$ cat config.mk
export PLATFORM = sky130hd
export DESIGN_NAME = pix_seq
export DESIGN_NICKNAME = d
export VERILOG_FILES = /design/src/rtl/pix_seq_pkg.sv /design/src/rtl/pix_ctl_latch.sv /design/src/rtl/pix_int_decode.sv /design/src/rtl/pix_fifo_burst.sv /design/src/rtl/pix_seq.sv
export SDC_FILE = /design/constraint.sdc
export NUM_CORES = 1
export LEC_CHECK = 0
export BUFFER_PORTS_ARGS = -buffer_cell sky130_fd_sc_hd__buf_2
export CAP_MARGIN = 20
export CORE_AREA = 2 2 42 44
export CTS_CLUSTER_SIZE = 12
export DETAILED_ROUTE_END_ITERATION = 8
export DIE_AREA = 0 0 44 46
export PLACE_DENSITY_LB_ADDON = 0.3
export SLEW_MARGIN = 5
export SYNTH_ARGS = -nofsm -noshare
export SYNTH_HDL_FRONTEND = slang
export SYNTH_SLANG_ARGS = --single-unit
$ cat constraint.sdc
create_clock -name clk_i -period 1.42 [get_ports clk_i]
set_clock_uncertainty 0.2 [all_clocks]
set_input_delay 0.142 -clock clk_i [delete_from_list [all_inputs] [get_ports clk_i]]
set_output_delay 0.142 -clock clk_i [all_outputs]
set_load 0.02 [all_outputs]
$ cat src/rtl/pix_seq_pkg.sv
`timescale 1ns/1ps
package pix_seq_pkg;
  localparam int unsigned CTL_W = 4;
  typedef enum logic {
    PH_SETUP  = 1'b0,
    PH_STROBE = 1'b1
  } burst_ph_e;
endpackage

$ cat src/rtl/pix_ctl_latch.sv
`timescale 1ns/1ps
module pix_ctl_latch
  import pix_seq_pkg::*;
(
  input  logic             clk_i,
  input  logic             rst_ni,
  input  logic [CTL_W-1:0] ctl_i,
  input  logic             ctl_stb_i,
  input  logic             cfg_wr_i,
  input  logic             cfg_d0_i,
  output logic [CTL_W-1:0] ctl_o,
  output logic             gain_o,
  output logic             conv_start_o,
  output logic             burst_req_o
);
  logic [CTL_W-1:0] ctl_q;
  logic             gain_q;
  logic             start_q;
  logic             fall2;

  assign fall2       = ctl_stb_i & ctl_q[2] & ~ctl_i[2];
  assign burst_req_o = ctl_stb_i & ~ctl_q[3] & ctl_i[3];

  always_ff @(posedge clk_i or negedge rst_ni) begin
    if (!rst_ni) begin
      ctl_q   <= '1;
      gain_q  <= 1'b0;
      start_q <= 1'b0;
    end else begin
      start_q <= fall2;
      if (ctl_stb_i) ctl_q  <= ctl_i;
      if (cfg_wr_i)  gain_q <= cfg_d0_i;
    end
  end

  assign ctl_o        = ctl_q;
  assign gain_o       = gain_q;
  assign conv_start_o = start_q;
endmodule

$ cat src/rtl/pix_int_decode.sv
`timescale 1ns/1ps
module pix_int_decode
  import pix_seq_pkg::*;
(
  input  logic [CTL_W-1:0] ctl_i,
  input  logic             gain_i,
  output logic             int_slow_no,
  output logic             int_fast_no,
  output logic             int_rst_o
);
  logic integ;

  always_comb begin
    integ       = ~ctl_i[0];
    int_slow_no = ~(integ &  gain_i);
    int_fast_no = ~(integ & ~gain_i);
    int_rst_o   = ~ctl_i[1];
  end
endmodule

$ cat src/rtl/pix_fifo_burst.sv
`timescale 1ns/1ps
module pix_fifo_burst
  import pix_seq_pkg::*;
#(
  parameter int unsigned NCH = 8
) (
  input  logic           clk_i,
  input  logic           rst_ni,
  input  logic           req_i,
  output logic [NCH-1:0] rd_no,
  output logic           wr_no,
  output logic           busy_o
);
  localparam int unsigned CH_W = (NCH > 1) ? $clog2(NCH) : 1;
  localparam logic [CH_W-1:0] CH_LAST = CH_W'(NCH - 1);

  logic            busy_q;
  burst_ph_e       ph_q;
  logic [CH_W-1:0] ch_q;

  always_ff @(posedge clk_i or negedge rst_ni) begin
    if (!rst_ni) begin
      busy_q <= 1'b0;
      ph_q   <= PH_SETUP;
      ch_q   <= '0;
    end else if (!busy_q) begin
      if (req_i) begin
        busy_q <= 1'b1;
        ph_q   <= PH_SETUP;
        ch_q   <= '0;
      end
    end else if (ph_q == PH_SETUP) begin
      ph_q <= PH_STROBE;
    end else begin
      ph_q <= PH_SETUP;
      if (ch_q == CH_LAST) begin
        busy_q <= 1'b0;
        ch_q   <= '0;
      end else begin
        ch_q <= ch_q + 1'b1;
      end
    end
  end

  for (genvar g = 0; g < NCH; g++) begin : g_rd
    assign rd_no[g] = ~(busy_q && (ch_q == CH_W'(g)));
  end

  assign wr_no  = ~(busy_q && (ph_q == PH_STROBE));
  assign busy_o = busy_q;
endmodule

$ cat src/rtl/pix_seq.sv
`timescale 1ns/1ps
module pix_seq
  import pix_seq_pkg::*;
#(
  parameter int unsigned NCH = 8
) (
  input  logic           clk_i,
  input  logic           rst_ni,
  input  logic [3:0]     ctl_i,
  input  logic           ctl_stb_i,
  input  logic           cfg_wr_i,
  input  logic           cfg_d0_i,
  output logic           int_slow_no,
  output logic           int_fast_no,
  output logic           int_rst_o,
  output logic           adc_start_o,
  output logic [NCH-1:0] adc_rd_no,
  output logic           fifo_wr_no,
  output logic           busy_o
);
  logic [CTL_W-1:0] ctl_q;
  logic             gain_q;
  logic             burst_req;

  pix_ctl_latch u_latch (
    .clk_i        (clk_i),
    .rst_ni       (rst_ni),
    .ctl_i        (ctl_i),
    .ctl_stb_i    (ctl_stb_i),
    .cfg_wr_i     (cfg_wr_i),
    .cfg_d0_i     (cfg_d0_i),
    .ctl_o        (ctl_q),
    .gain_o       (gain_q),
    .conv_start_o (adc_start_o),
    .burst_req_o  (burst_req)
  );

  pix_int_decode u_dec (
    .ctl_i       (ctl_q),
    .gain_i      (gain_q),
    .int_slow_no (int_slow_no),
    .int_fast_no (int_fast_no),
    .int_rst_o   (int_rst_o)
  );

  pix_fifo_burst #(.NCH(NCH)) u_burst (
    .clk_i  (clk_i),
    .rst_ni (rst_ni),
    .req_i  (burst_req),
    .rd_no  (adc_rd_no),
    .wr_no  (fifo_wr_no),
    .busy_o (busy_o)
  );
endmodule

==> metrics.txt <==
Yosys top cell by area dfrtp_1; Final Util just under 70%; dpl hpwl 850.1 µm; Max clock buf depth 2; fin crit share 111.1%; Syn Inst Count 55; Total GRT Usage between 10% and 20%; CTS Sinks 11; Cell Pwr Density approximately 1800 nW/µm²; fin area 1117 µm²; Clk Latency, worst-skew pair 260 ps; Die X between 40 and 50 µm; post-route ant nets 0; Rel. slew slack 83.42%; internal power 1.226 mW; CTS clk-pin slew, worst paths 70 ps; FP Rows 15; CP peak stage delay 450 ps; syn_area_per_cell 11.47 µm²; max cap viols 0; DR vias between 500 and 600; Clk network pwr share slightly above 10%; Netlist cell types 24; Yosys top cell area share 27.78%; Starting Density 39.07%; switch share 39.93%; worst hold slack 71.22 ps; Crit Path Max Fanout 4; die height 46 µm; combinational power share about 63%; Wirelength per Cell 13.89 µm; final wirelength between 1.5 and 2 mm; H-tree depth 1; ys async rst share 100.0%; register bit total from synthesis 11; failing checks setup timing; switching power 0.8150 mW; nets ~120; Root Driver clkbuf_4; cell-by-cell trace of the critical path ha_4, ha_4, nand2_2, buf_6; most used cell, CP ha_4; min Tclk post-route about 1600 ps; Leak 0.4921 nW; antenna cells 0; Post-Synthesis Cell Area 630.6 µm²; Synth area leaders dfrtp_1 (28%), dfstp_2 (17%), ha_1 (12%); final setup vio count 10; Initial DRC Count 3; Top FF cell, synth dfrtp_1; DP Worst Slack -82.08 ps; Max VDD drop approximately 0.9 mV; Total Power 2.041 mW; number of global-route vias before repair ~600; final hold vios 0; CP Launch Type flop; Hold Path Class in2async; worst slew pin tran 248.7 ps; Fillers about 130; first-pass GRT wire length 2.470 mm; crit path kind reg2out; FMAX between 0.6 and 0.7 GHz; CTS tree yes; DRC viols 0; die area 2024 µm²; CTS buffer count 3; Pre-antenna DRT Iters 3; most common cell in the netlist nand2_1; largest net degree at the start of global routing 12; total gr overflow 0; Post-Syn Nets 70; IO Pins 23; number of antenna violations at the first check in global routing 0; layout cell share with drive strength beyond 1 71.00%; register share of total power 26.7%; Synth Warn # 0; status finished with violations; Post-synth EDFFs 0; Post-synth top cells nand2_1 (8), dfrtp_1 (7), ha_1 (6); CP arrival 1240 ps; final estimated routing congestion in global placement 0.6752; area grow syn2layout 77.18%; PortBufs 22; Worst EP required 1080 ps; sequential area share after synthesis between 40 and 50%; final worst setup slack -157.4 ps; max-slew violation count 0; CP Capture Type output port; Crit-path slowest cell dfrtp_2; area of the core between 1500 and 2000 µm²; vias per cell between 4 and 5; Post-DP Area 780.7 µm²; RSZ-0062 raised after global routing yes
## final timing paths
| path | from | endpoint | slack (ps) | cells after the start |
|---|---|---|---|---|
| max | u_burst.ch_q[0] | adc_rd_no[7] | -160 | 4 |
| min | rst_ni | u_burst.ch_q[1] | 70 | 2 |
| max reg2reg | u_burst.ch_q[0] | u_burst.ch_q[0] | -120 | 5 |
| min reg2reg | u_latch.ctl_o[1] | u_latch.ctl_o[1] | 290 | 2 |
| max in group asynchronous | rst_ni | u_latch.ctl_o[2] | 680 | 2 |
| min in group clk_i | u_latch.ctl_o[1] | u_latch.ctl_o[1] | 290 | 2 |
## worst max-delay path, delay by kind of cell (launching register included)
family | cells | cell delay [ps]
flops | 1 | 450
fa+ha+maj | 2 | 350
buf+inv | 1 | 110
simple gates | 1 | 60
## sequential cells by signal (all words and copies together), names as in the netlist
register and count:
u_burst.busy_o 1, u_burst.ch_q 3, u_burst.ph_q 1, u_latch.conv_start_o 1
u_latch.ctl_o 4, u_latch.gain_o 1
## cell families (layout without fill, tap and decap cells)
family                   Yosys count  in the layout  share of synthesized area, %
multiplexers                       4              4                         7.142
buffers and inverters              6             51                         5.357
AND/OR/NAND/NOR                   21             21                         21.43
AO/OA/AOI/OAI                      6              6                         8.333
adder cells (fa/ha/maj)            6              6                         11.90
XOR/XNOR                           1              1                         1.389
flip-flops                        11             11                         44.44
## power by group through the flow
stage | logic, mW | clock network [mW] | registers, mW
4_1_cts | 1.19 | 0.223 | 0.543
3_3_place_gp | 0.770 | 0 | 0.537
6_report | 1.29 | 0.206 | 0.544
3_5_place_dp | 0.777 | 0 | 0.543
2_1_floorplan | 0.536 | 0 | 0.515
5_1_grt | 1.39 | 0.232 | 0.558
## layout make-up
| type | count | area (µm²) | area share [%] |
|---|---|---|---|
| flip-flops and latches | 11 | 285.3 | 25.53 |
| clock buffers | 4 | 26.28 | 2.352 |
| multi-input cells | 38 | 416.7 | 37.29 |
| inverters | 4 | 15.01 | 1.344 |
| repair buffers | 43 | 352.8 | 31.58 |
| well taps | 17 | 21.27 | 1.904 |
## cell usage in the layout (no fill, tap or decap), types with 2 or more instances in the layout
cell	instances
buf_4	14
buf_2	11
buf_6	10
dlygate4sd3_1	8
ha_4	6
nand2_2	5
mux2_2	4
dfrtp_2	4
dfstp_2	4
nand2_1	3
clkbuf_4	3
dfrtp_1	3
inv_1	2
inv_2	2
nand3_2	2
nor2_1	2
a31o_1	2
## repair_timing
| action | 4_1_cts | 5_1_grt |
|---|---|---|
| setup endpoints to repair | 13 | 13 |
| hold buffers | 8 | 0 |
| resized for setup | 44 | 3 |
| pin swaps | 3 | 2 |
| endpoints found under the hold margin | 17 | 0 |
| cloned | 0 | 0 |
| buffers inserted | 6 | 2 |
## through the flow
step                setup TNS (ps)  std cells
floorplan                        0         55
global placement            -46.32         97
detailed placement          -161.5         97
CTS                          -1191        115
global route                 -1674        117
finish                       -1207        117
## per-layer routing
layer | GRT usage [%] | routed length, µm
met1 | 17.78 | 624
met2 | 33.82 | 941
met3 | 1.587 | 51
met4 | 7.273 | 6
met5 | 0 | 0
Power figures use the tool's default switching activity.
